**src/rtl/xpt_pkg.sv**
```systemverilog
package xpt_pkg;

  typedef enum logic [1:0] {
    XPT_OK       = 2'd0,
    XPT_PFAULT   = 2'd1,
    XPT_NOXLAT   = 2'd2,
    XPT_BADENTRY = 2'd3
  } xpt_exc_e;

endpackage

```
**src/rtl/xpt_ea.sv**
```systemverilog
module xpt_ea #(
  parameter int VA_W      = 32,
  parameter int PAGE_BITS = 12
) (
  input  logic [VA_W-1:0]           base_i,
  input  logic [VA_W-1:0]           ofs_i,
  output logic [VA_W-PAGE_BITS-1:0] vpn_o,
  output logic [PAGE_BITS-1:0]      pofs_o,
  output logic [VA_W-1:0]           flat_o
);

  // Page number: true add of the upper fields only.
  // Offset: one operand has zero low bits, so OR needs no carry chain.
  always_comb begin
    vpn_o  = base_i[VA_W-1:PAGE_BITS] + ofs_i[VA_W-1:PAGE_BITS];
    pofs_o = base_i[PAGE_BITS-1:0] | ofs_i[PAGE_BITS-1:0];
    flat_o = base_i + ofs_i;
  end

endmodule

```
**src/rtl/xpt_itlb.sv**
```systemverilog
module xpt_itlb #(
  parameter int ENTRIES = 4,
  parameter int VPN_W   = 20,
  parameter int FRAME_W = 18,
  localparam int SLOT_W = (ENTRIES > 1) ? $clog2(ENTRIES) : 1
) (
  input  logic               clk,
  input  logic               rst_n,
  input  logic               fill_we,
  input  logic [SLOT_W-1:0]  fill_slot,
  input  logic [VPN_W-1:0]   fill_vpn,
  input  logic               fill_mapped,
  input  logic               fill_xlated,
  input  logic [FRAME_W-1:0] fill_frame,
  input  logic [VPN_W-1:0]   lk_vpn,
  output logic               lk_hit,
  output logic               lk_mapped,
  output logic               lk_xlated,
  output logic [FRAME_W-1:0] lk_frame
);

  logic [ENTRIES-1:0] vld_q;
  logic [ENTRIES-1:0] map_q;
  logic [ENTRIES-1:0] xl_q;
  logic [VPN_W-1:0]   tag_q [ENTRIES];
  logic [FRAME_W-1:0] frm_q [ENTRIES];

  for (genvar g = 0; g < ENTRIES; g++) begin : g_slot
    logic slot_we;
    assign slot_we = fill_we && (fill_slot == SLOT_W'(g));

    always_ff @(posedge clk or negedge rst_n) begin
      if (!rst_n) begin
        vld_q[g] <= 1'b0;
      end else if (slot_we) begin
        vld_q[g] <= 1'b1;
      end
    end

    always_ff @(posedge clk) begin
      if (slot_we) begin
        tag_q[g] <= fill_vpn;
        map_q[g] <= fill_mapped;
        xl_q[g]  <= fill_xlated;
        frm_q[g] <= fill_frame;
      end
    end
  end

  // Walk from the top slot down so the lowest matching slot wins.
  always_comb begin
    lk_hit    = 1'b0;
    lk_mapped = 1'b0;
    lk_xlated = 1'b0;
    lk_frame  = '0;
    for (int i = ENTRIES - 1; i >= 0; i--) begin
      if (vld_q[i] && (tag_q[i] == lk_vpn)) begin
        lk_hit    = 1'b1;
        lk_mapped = map_q[i];
        lk_xlated = xl_q[i];
        lk_frame  = frm_q[i];
      end
    end
  end

  assert_fill_lands_R10: assert property (@(posedge clk) disable iff (!rst_n)
    fill_we |=> vld_q[$past(fill_slot)]);

endmodule

```
**src/rtl/xpt_resolve.sv**
```systemverilog
module xpt_resolve #(
  parameter int RA_W = 32
) (
  input  logic              clk,
  input  logic              rst_n,
  input  logic              in_valid,
  input  logic              in_fetch,
  input  logic              in_bypass,
  input  logic              in_miss,
  input  xpt_pkg::xpt_exc_e in_exc,
  input  logic [RA_W-1:0]   in_addr,
  input  logic              entry_mark,
  output logic              out_valid,
  output logic [RA_W-1:0]   out_addr,
  output xpt_pkg::xpt_exc_e out_exc,
  output logic              out_miss
);
  import xpt_pkg::*;

  xpt_exc_e exc_d;
  logic     byp_q;

  // Late check: the marker arrives in the cycle after the optimistic fetch.
  always_comb begin
    exc_d = in_exc;
    if (in_fetch && !in_bypass && !entry_mark) begin
      exc_d = XPT_BADENTRY;
    end
  end

  always_ff @(posedge clk or negedge rst_n) begin
    if (!rst_n) begin
      out_valid <= 1'b0;
    end else begin
      out_valid <= in_valid;
    end
  end

  always_ff @(posedge clk) begin
    if (in_valid) begin
      out_addr <= in_addr;
      out_exc  <= exc_d;
      out_miss <= in_miss;
      byp_q    <= in_bypass;
    end
  end

  assert_miss_quiet_R5: assert property (@(posedge clk) disable iff (!rst_n)
    (out_valid && out_miss) |-> (out_exc == XPT_OK && out_addr == '0));

  assert_bad_after_fetch_R8: assert property (@(posedge clk) disable iff (!rst_n)
    (out_valid && out_exc == XPT_BADENTRY) |-> $past(in_fetch && !entry_mark));

  assert_bypass_clean_R9: assert property (@(posedge clk) disable iff (!rst_n)
    (out_valid && byp_q) |-> (out_exc == XPT_OK && !out_miss));

endmodule

```
**src/rtl/xpage_target_unit.sv**
```systemverilog
module xpage_target_unit #(
  parameter int VA_W      = 32,
  parameter int RA_W      = 32,
  parameter int PAGE_BITS = 12,
  parameter int LOG2N     = 2,
  parameter int ENTRIES   = 4,
  localparam int VPN_W    = VA_W - PAGE_BITS,
  localparam int IDX_W    = PAGE_BITS + LOG2N,
  localparam int FRAME_W  = RA_W - IDX_W,
  localparam int SLOT_W   = (ENTRIES > 1) ? $clog2(ENTRIES) : 1
) (
  input  logic               clk,
  input  logic               rst_n,
  input  logic               req_valid,
  input  logic               req_bypass,
  input  logic [VA_W-1:0]    req_base,
  input  logic [VA_W-1:0]    req_ofs,
  input  logic               fill_we,
  input  logic [SLOT_W-1:0]  fill_slot,
  input  logic [VPN_W-1:0]   fill_vpn,
  input  logic               fill_mapped,
  input  logic               fill_xlated,
  input  logic [FRAME_W-1:0] fill_frame,
  output logic               fetch_valid,
  output logic [RA_W-1:0]    fetch_addr,
  output logic [IDX_W-1:0]   fetch_index,
  input  logic               entry_mark,
  output logic               done_valid,
  output logic [RA_W-1:0]    done_addr,
  output logic [1:0]         done_exc,
  output logic               done_miss
);
  import xpt_pkg::*;

  logic [VPN_W-1:0]     vpn;
  logic [PAGE_BITS-1:0] pofs;
  logic [VA_W-1:0]      flat;
  logic                 hit, mapped, xlated;
  logic [FRAME_W-1:0]   frame;

  xpt_ea #(.VA_W(VA_W), .PAGE_BITS(PAGE_BITS)) u_ea (
    .base_i (req_base),
    .ofs_i  (req_ofs),
    .vpn_o  (vpn),
    .pofs_o (pofs),
    .flat_o (flat)
  );

  xpt_itlb #(.ENTRIES(ENTRIES), .VPN_W(VPN_W), .FRAME_W(FRAME_W)) u_itlb (
    .clk         (clk),
    .rst_n       (rst_n),
    .fill_we     (fill_we),
    .fill_slot   (fill_slot),
    .fill_vpn    (fill_vpn),
    .fill_mapped (fill_mapped),
    .fill_xlated (fill_xlated),
    .fill_frame  (fill_frame),
    .lk_vpn      (vpn),
    .lk_hit      (hit),
    .lk_mapped   (mapped),
    .lk_xlated   (xlated),
    .lk_frame    (frame)
  );

  // Stage 1: next state
  logic            s1_fetch_d, s1_miss_d;
  xpt_exc_e        s1_exc_d;
  logic [RA_W-1:0] s1_addr_d;

  always_comb begin
    s1_fetch_d = 1'b0;
    s1_miss_d  = 1'b0;
    s1_exc_d   = XPT_OK;
    s1_addr_d  = '0;
    if (req_bypass) begin
      s1_fetch_d = 1'b1;
      s1_addr_d  = RA_W'(flat);
    end else if (!hit) begin
      s1_miss_d  = 1'b1;
    end else if (!mapped) begin
      s1_exc_d   = XPT_PFAULT;
    end else if (!xlated) begin
      s1_exc_d   = XPT_NOXLAT;
    end else begin
      s1_fetch_d = 1'b1;
      s1_addr_d  = {frame, pofs, {LOG2N{1'b0}}};
    end
  end

  // Stage 1: registers
  logic            s1_valid_q, s1_fetch_q, s1_miss_q, s1_byp_q;
  xpt_exc_e        s1_exc_q;
  logic [RA_W-1:0] s1_addr_q;

  always_ff @(posedge clk or negedge rst_n) begin
    if (!rst_n) begin
      s1_valid_q <= 1'b0;
    end else begin
      s1_valid_q <= req_valid;
    end
  end

  always_ff @(posedge clk) begin
    if (req_valid) begin
      s1_fetch_q <= s1_fetch_d;
      s1_miss_q  <= s1_miss_d;
      s1_byp_q   <= req_bypass;
      s1_exc_q   <= s1_exc_d;
      s1_addr_q  <= s1_addr_d;
    end
  end

  assign fetch_valid = s1_valid_q && s1_fetch_q;
  assign fetch_addr  = s1_addr_q;
  assign fetch_index = s1_addr_q[IDX_W-1:0];

  xpt_exc_e out_exc;

  xpt_resolve #(.RA_W(RA_W)) u_resolve (
    .clk        (clk),
    .rst_n      (rst_n),
    .in_valid   (s1_valid_q),
    .in_fetch   (s1_fetch_q),
    .in_bypass  (s1_byp_q),
    .in_miss    (s1_miss_q),
    .in_exc     (s1_exc_q),
    .in_addr    (s1_addr_q),
    .entry_mark (entry_mark),
    .out_valid  (done_valid),
    .out_addr   (done_addr),
    .out_exc    (out_exc),
    .out_miss   (done_miss)
  );

  assign done_exc = out_exc;

  assert_two_cycle_R4: assert property (@(posedge clk) disable iff (!rst_n)
    done_valid |-> $past(req_valid, 2));

  assert_fetch_not_miss_R5: assert property (@(posedge clk) disable iff (!rst_n)
    fetch_valid |=> !done_miss);

endmodule

```
**config.mk**
```make
export PLATFORM = sky130hd
export DESIGN_NAME = xpage_target_unit
export DESIGN_NICKNAME = d
export VERILOG_FILES = /design/src/rtl/xpt_pkg.sv /design/src/rtl/xpt_ea.sv /design/src/rtl/xpt_itlb.sv /design/src/rtl/xpt_resolve.sv /design/src/rtl/xpage_target_unit.sv
export SDC_FILE = /design/constraint.sdc
export NUM_CORES = 1
export LEC_CHECK = 0
export ABC_AREA = 1
export BUFFER_PORTS_ARGS = -buffer_cell sky130_fd_sc_hd__buf_2
export CORE_ASPECT_RATIO = 0.7
export CORE_UTILIZATION = 55
export CTS_CLUSTER_DIAMETER = 60
export DETAILED_ROUTE_END_ITERATION = 8
export PLACE_DENSITY = 0.83
export SKIP_LAST_GASP = 1
export SLEW_MARGIN = 10
export SYNTH_ARGS = -nofsm -noshare
export SYNTH_HDL_FRONTEND = slang
export SYNTH_SLANG_ARGS = --single-unit
```
**constraint.sdc**
```tcl
create_clock -name clk -period 6.75 [get_ports clk]
set_clock_uncertainty 0.1 [all_clocks]
set_input_delay 1.35 -clock clk [delete_from_list [all_inputs] [get_ports clk]]
set_output_delay 1.35 -clock clk [all_outputs]
set_load 0.02 [all_outputs]
```
Word-level counts from Yosys, hierarchy flattened
Memory sizes are Yosys's and may differ from the RTL's.
Cells that the tools add are included.
{"block": "totals", "regBits": 86, "output_inout_bits": 83, "wordCells": 111, "n_memories": 2, "ram_bits": 152}
{"block": "op_classes", "addsub": 2, "bitwise_logic": 3, "eq_ne": 7, "n_reduce_logical": 22, "mux": 52}
{"name": "u_itlb.tag_q", "depth": 4, "word_bits": 20, "read_ports": 4, "rd_clocked_by_memory_dff": 0, "write_ports": 1, "line": "xpt_itlb.sv:25", "source": "logic [VPN_W-1:0] tag_q [ENTRIES];"}
{"name": "u_itlb.frm_q", "depth": 4, "word_bits": 18, "read_ports": 4, "rd_clocked_by_memory_dff": 0, "write_ports": 1, "line": "xpt_itlb.sv:26", "source": "logic [FRAME_W-1:0] frm_q [ENTRIES];"}
{"operator": "2-to-1 mux 32 bit", "count": 4}
{"operator": "2-to-1 mux 18 bit", "count": 7}
{"operator": "== test 20 bit", "count": 4}
{"operator": "2-to-1 mux 20 bit", "count": 3}
{"operator": "OR reduction 20 bit", "count": 3}
{"operator": "OR reduction 18 bit", "count": 3}
{"operator": "adder 32 bit", "count": 1}
{"operator": "2-to-1 mux 1 bit", "count": 31}
{"operator": "adder 20 bit", "count": 1}
{"operator": "2-to-1 mux 2 bit", "count": 7}
{"operator": "OR 12 bit", "count": 1}
{"operator": "logical AND 1 bit", "count": 11}
{"operator": "== test 2 bit, second input constant", "count": 2}
{"operator": "OR reduction 3 bit", "count": 1}
{"operator": "== test 2 x 1 -> 1 bit, second input constant", "count": 1}
{"operator": "logical NOT 1 bit", "count": 2}
{"operator": "logical NOT 2 bit", "count": 1}
{"operator": "inverter 1 bit", "count": 2}
{"operator": "OR reduction 2 bit", "count": 1}

Depth between registers and ports, before layout
{"block": "depth", "ltp_word": 11, "mapped_depth": 26}

Modules after synthesis
From an unflattened synthesis, not the netlist that was laid out.
{"block": "hier_totals", "hier_cells": 1490, "area_unflattened_um2": 13256.5}
{"module": "xpt_itlb", "cells_per_inst": 690, "instances": 1, "area_per_inst_um2": 7280.7}
{"module": "xpt_ea", "cells_per_inst": 590, "instances": 1, "area_per_inst_um2": 3051.7}
{"module": "xpage_target_unit", "cells_per_inst": 167, "instances": 1, "area_per_inst_um2": 1815.5}
{"module": "xpt_resolve", "cells_per_inst": 43, "instances": 1, "area_per_inst_um2": 1108.6}

Worst setup path before layout
OpenSTA, ideal clock, no wires.
{"block": "synth_path", "kind": "in2reg", "startpoint": "in fill_slot[1]", "endpoint": "mem u_itlb.frm_q[0][0], enable pin", "setup_time_ps": 489, "arrival_time_ps": 4206, "cell_stages": 1, "path_slack_ps": 1955, "n_path_buf": 0, "path_cell_list": "nor3_1"}
{"block": "synth_via", "elab_chain_cells": 8, "word_cells_on_any_way": 25}
{"element": "from (decl)", "line": "xpage_target_unit.sv:19", "source": "input logic [SLOT_W-1:0] fill_slot,"}
{"element": "== test 2 x 1 -> 1 bit", "line": "xpt_itlb.sv:30", "source": "assign slot_we = fill_we && (fill_slot == SLOT_W'(g));"}
{"element": "logical AND 1 bit", "line": "xpt_itlb.sv:30"}
{"element": "2-to-1 mux 1 bit", "line": "xpt_itlb.sv:41", "source": "if (slot_we) begin"}
{"element": "2-to-1 mux 1 bit (not written as such)", "line": "xpt_itlb.sv:45", "source": "frm_q[g] <= fill_frame;"}
{"element": "OR reduction 18 bit (no source line)"}
{"element": "2-to-1 mux 2 bit (no source line) or 2-to-1 mux 1 bit (tied branches) (3 in series)"}
{"element": "to (decl)", "line": "xpt_itlb.sv:26"}
Several ways; a longest one is shown, not always the timed one.

Worst setup path after layout
{"block": "layout_path", "startpoint": "in req_base[13]", "endpoint": "reg s1_addr_q[4], in the netlist fetch_addr[4], data pin"}
{"block": "layout_via", "elab_chain_cells": 11, "word_cells_on_any_way": 25}
{"element": "from (decl)", "line": "xpage_target_unit.sv:16", "source": "input logic [VA_W-1:0] req_base,"}
{"element": "adder 20 bit *", "line": "xpt_ea.sv:15", "source": "vpn_o = base_i[VA_W-1:PAGE_BITS] + ofs_i[VA_W-1:PAGE_BITS];"}
{"element": "== test 20 bit", "line": "xpt_itlb.sv:57", "source": "if (vld_q[i] && (tag_q[i] == lk_vpn)) begin"}
{"element": "logical AND 1 bit", "line": "xpt_itlb.sv:57"}
{"element": "2-to-1 mux 1 bit (4 in series)", "line": "xpt_itlb.sv:57"}
{"element": "2-to-1 mux 32 bit", "line": "xpage_target_unit.sv:82", "source": "end else if (!xlated) begin"}
{"element": "2-to-1 mux 32 bit", "line": "xpage_target_unit.sv:80", "source": "end else if (!mapped) begin"}
{"element": "2-to-1 mux 32 bit *", "line": "xpage_target_unit.sv:78", "source": "end else if (!hit) begin"}
{"element": "2-to-1 mux 32 bit *", "line": "xpage_target_unit.sv:75", "source": "if (req_bypass) begin"}
{"element": "net s1_addr_d[4]", "line": "xpage_target_unit.sv:68", "source": "logic [RA_W-1:0] s1_addr_d;"}
{"element": "to (signal assigned)", "line": "xpage_target_unit.sv:109", "source": "s1_addr_q <= s1_addr_d;"}
{"element": "to (decl)", "line": "xpage_target_unit.sv:93", "source": "logic [RA_W-1:0] s1_addr_q;"}
The timed path passes the listed nets; every way through them passes the cells marked *.
A chain may end at the register's enable or synchronous reset.

==> results.toml <==
[clock_network]
clock_sinks = 238
holdBufCountCts = 0
cts_tree = "built"
path_clk_slew_ns = 0.06
cts_setup_buffers = 0
cts.repair.resized = 0
clk_latency_ns = 0.54
clockBufferDepth = 3
numCtsBuffers = 25
cts_root_buf = "clkbuf_16"
h-tree-depth = 1

[grt]
grt-ovfl-total = 0
grt_pass1_vias = 10194
grt_pass1_wl_um = 55990
antenna_found_initial = 2
grt_max_degree = 42
gr-usage-all-layers_pct = 29.77

[logic_synthesis]
yosysSeqAreaShare_pct = 53.72
synth_xor_area_share_pct = 0.8594
syn_nets = 1606
netlist_instances = 1449
yosys-top-cells-area = "edfxtp_1 (53%), nand2_1 (12%), nand3_1 (5.3%), inv_1 (4.5%), ha_1 (4.2%)"
ys_ff_latch = 238
muxShareOfSynthArea_pct = 0
synth_fa_ha_area_share_pct = 4.306
synth_top_area_share_pct = 52.58
synth-simple-area-share_pct = 28.85
synthDistinctLibCells = 40
yosys.area.top_type = "edfxtp_1"
yosysWarningCount = 0
synth_area_um2 = 13250
synth_compound_area_share_pct = 4.127
synth_top_family_by_area = "simple AND/OR/NAND/NOR gates"
syn_area_per_cell_um2 = 9.144

[place]
gp_congestion = 0.9694
hpwlAfterDp_um = 27070
portBuffers = 194
placed_cells = 1919
post-place-ws_ns = 1.260

[floorplan]
start_util_pct = 56.04
die_w_um = 187.5
die_h_um = 131.9
dieArea_um2 = 24720
rows = 47
coreArea_um2 = 23640
pin_count = 195

[final_layout]
seqCellArea_um2 = 7118
utilization_pct = 64.41
fillers = 1950
layout_commonest_cell = "nand2_1"
layout_common_cells = "nand2_1 (437), edfxtp_1 (232), buf_2 (194), inv_1 (159), nand3_1 (140)"
drive_gt1_share_pct = 21.49
finalNonFillerCells = 1967
final_nets = 1785
multiInputGateArea_um2 = 5074
area_growth_pct = 14.93

[job]
drv_cap = 0

[pwr]
p_sw_share_pct = 28.55
p_int_mw = 2.802
combPwrFrac_pct = 17.9
p_switching_mw = 1.120
clockPowerShare_pct = 36.7
powerDensity_nw_per_um2 = 257.6
pwr-share-seq_pct = 45.4
irDropWorstVdd_mv = 0.3183
leakage_nw = 6.932

[routing]
drcViolationCount = 0
drtIter0Drc = 1296
ant_nets = 0
drt-total-wl_um = 37220
wl_per_cell_um = 18.92
vias = 11101
firstDrtPassIters = 6
via_per_inst = 5.644

[setup_path]
required_ns = 7.05
worstPathArrival_ns = 5.47
crit_fanout = 31
endpoint_kind = "flip-flop"
crit_path_start_kind = "input pin"
reg2reg_depth = 20
path_class = "input pin to flip-flop"

[timing]
slew_viol_final = 0
worst_slew_pin_slew_ns = 0.9980
finalSetupViolCount = 0
setup_tns_ns = 0
hold_violations = 0
fmax_mhz = 193.3
whs_ns = 0.3541
rsz0062_at_grt = "false"
post-route-period-util_pct = 76.64
slew_headroom_pct = 33.46
layout_min_cycle_time_ns = 5.173
layout_setup_ws_ns = 1.577

[hold_path]
hold_class = "flip-flop to flip-flop"
hold-path-cell-count = 0

[outcome]
status = "completed"
[cell usage after synthesis, drive strengths merged]
cell type,number
nand2,468
edfxtp,232
inv,181
nand3,145
nor2,73
nand4,59
buf,53
a21oi,52
nand3b,48
ha,44
o21ai,39
nor3,13
xnor2,9
clkbuf,6
dfrtp,6
or2,6
xor2,4
a21boi,3
a31o,1
a31oi,1
and2,1
fa,1
o211ai,1
o21bai,1
o2bb2ai,1
or3b,1
[sequential cells by signal, indices dropped and copies added (netlist names), 2 cells and up]
signal	flops
u_itlb.tag_q	80
u_itlb.frm_q	72
fetch_addr	32
u_resolve.out_addr	32
u_itlb.map_q	4
u_itlb.vld_q	4
u_itlb.xl_q	4
s1_exc_q	2
u_resolve.out_exc	2
[cells by family (layout without fill, tap and decap cells)]
family,count (synthesis),in the layout
XOR/XNOR,13,13
AO/OA/AOI/OAI,99,99
flip-flops,238,238
other,0,2
AND/OR/NAND/NOR,814,814
adder cells (fa/ha/maj),45,45
buffers and inverters,240,438
[worst max-delay path, stage by stage]
cell	delay, ns
buf_2	0.10
ha_1	0.50
nand2_1	0.23
nor2_2	0.30
nand2_1	0.16
nand2_1	0.23
nand2_1	0.16
nand3b_1	0.12
nand3_1	0.11
nor2_1	0.25
nand3_1	0.16
nor2_2	0.20
nand3_2	0.26
buf_4	0.30
nor2_1	0.11
nor2_1	0.05
nand2_1	0.07
nand2_2	0.06
inv_2	0.45
nand4_1	0.19
nand2_1	0.12
[layout make-up]
| cell class | instances | share of cell area (%) |
|---|---|---|
| flip-flops and latches | 238 | 46.75 |
| multi-input cells | 971 | 33.32 |
| repair buffers | 211 | 7.214 |
| inverters | 181 | 4.462 |
| clock buffers | 31 | 4.322 |
| well taps | 318 | 2.613 |
| clock inverters | 15 | 1.290 |
| diodes | 2 | 0.03287 |
[metal layers]
metal	part of all wire, %	vias to the layer above	global-route usage, %
li1	-	5218	-
met1	42	5150	42.33
met2	44	659	46.10
met3	12	74	7.027
met4	2.4	0	7.859
met5	0	-	0
[power by group through the flow]
stage / logic, mW / registers, mW / clock network (mW)
final: 0.701 / 1.78 / 1.44
after global routing: 0.764 / 1.79 / 1.51
after CTS: 0.688 / 1.78 / 1.45
after detailed placement: 0.684 / 1.81 / 0
after global placement: 0.674 / 1.81 / 0
after floorplan: 0.398 / 1.86 / 0
[worst paths after layout]
path	endpoint	slack, ns	startpoint
max	fetch_addr[4]	1.58	req_base[13]
min	u_resolve.out_miss	0.35	s1_miss_q
max reg2reg	fetch_addr[4]	3.15	u_itlb.tag_q[2][0]
min reg2reg	u_resolve.out_miss	0.35	s1_miss_q
max in group asynchronous	s1_valid_q	5.83	rst_n
min in group asynchronous	u_itlb.vld_q[3]	0.54	rst_n
[metrics by stage]
| stage | total power, mW | cell area, um2 |
|---|---|---|
| 6_report | 3.922 | 15230 |
| 5_1_grt | 4.062 | 15220 |
| 4_1_cts | 3.919 | 15220 |
| 3_5_place_dp | 2.496 | 14370 |
| 3_3_place_gp | 2.482 | 14370 |
| 2_1_floorplan | 2.258 | 13250 |
No activity file was read; power rests on OpenSTA's default activity.
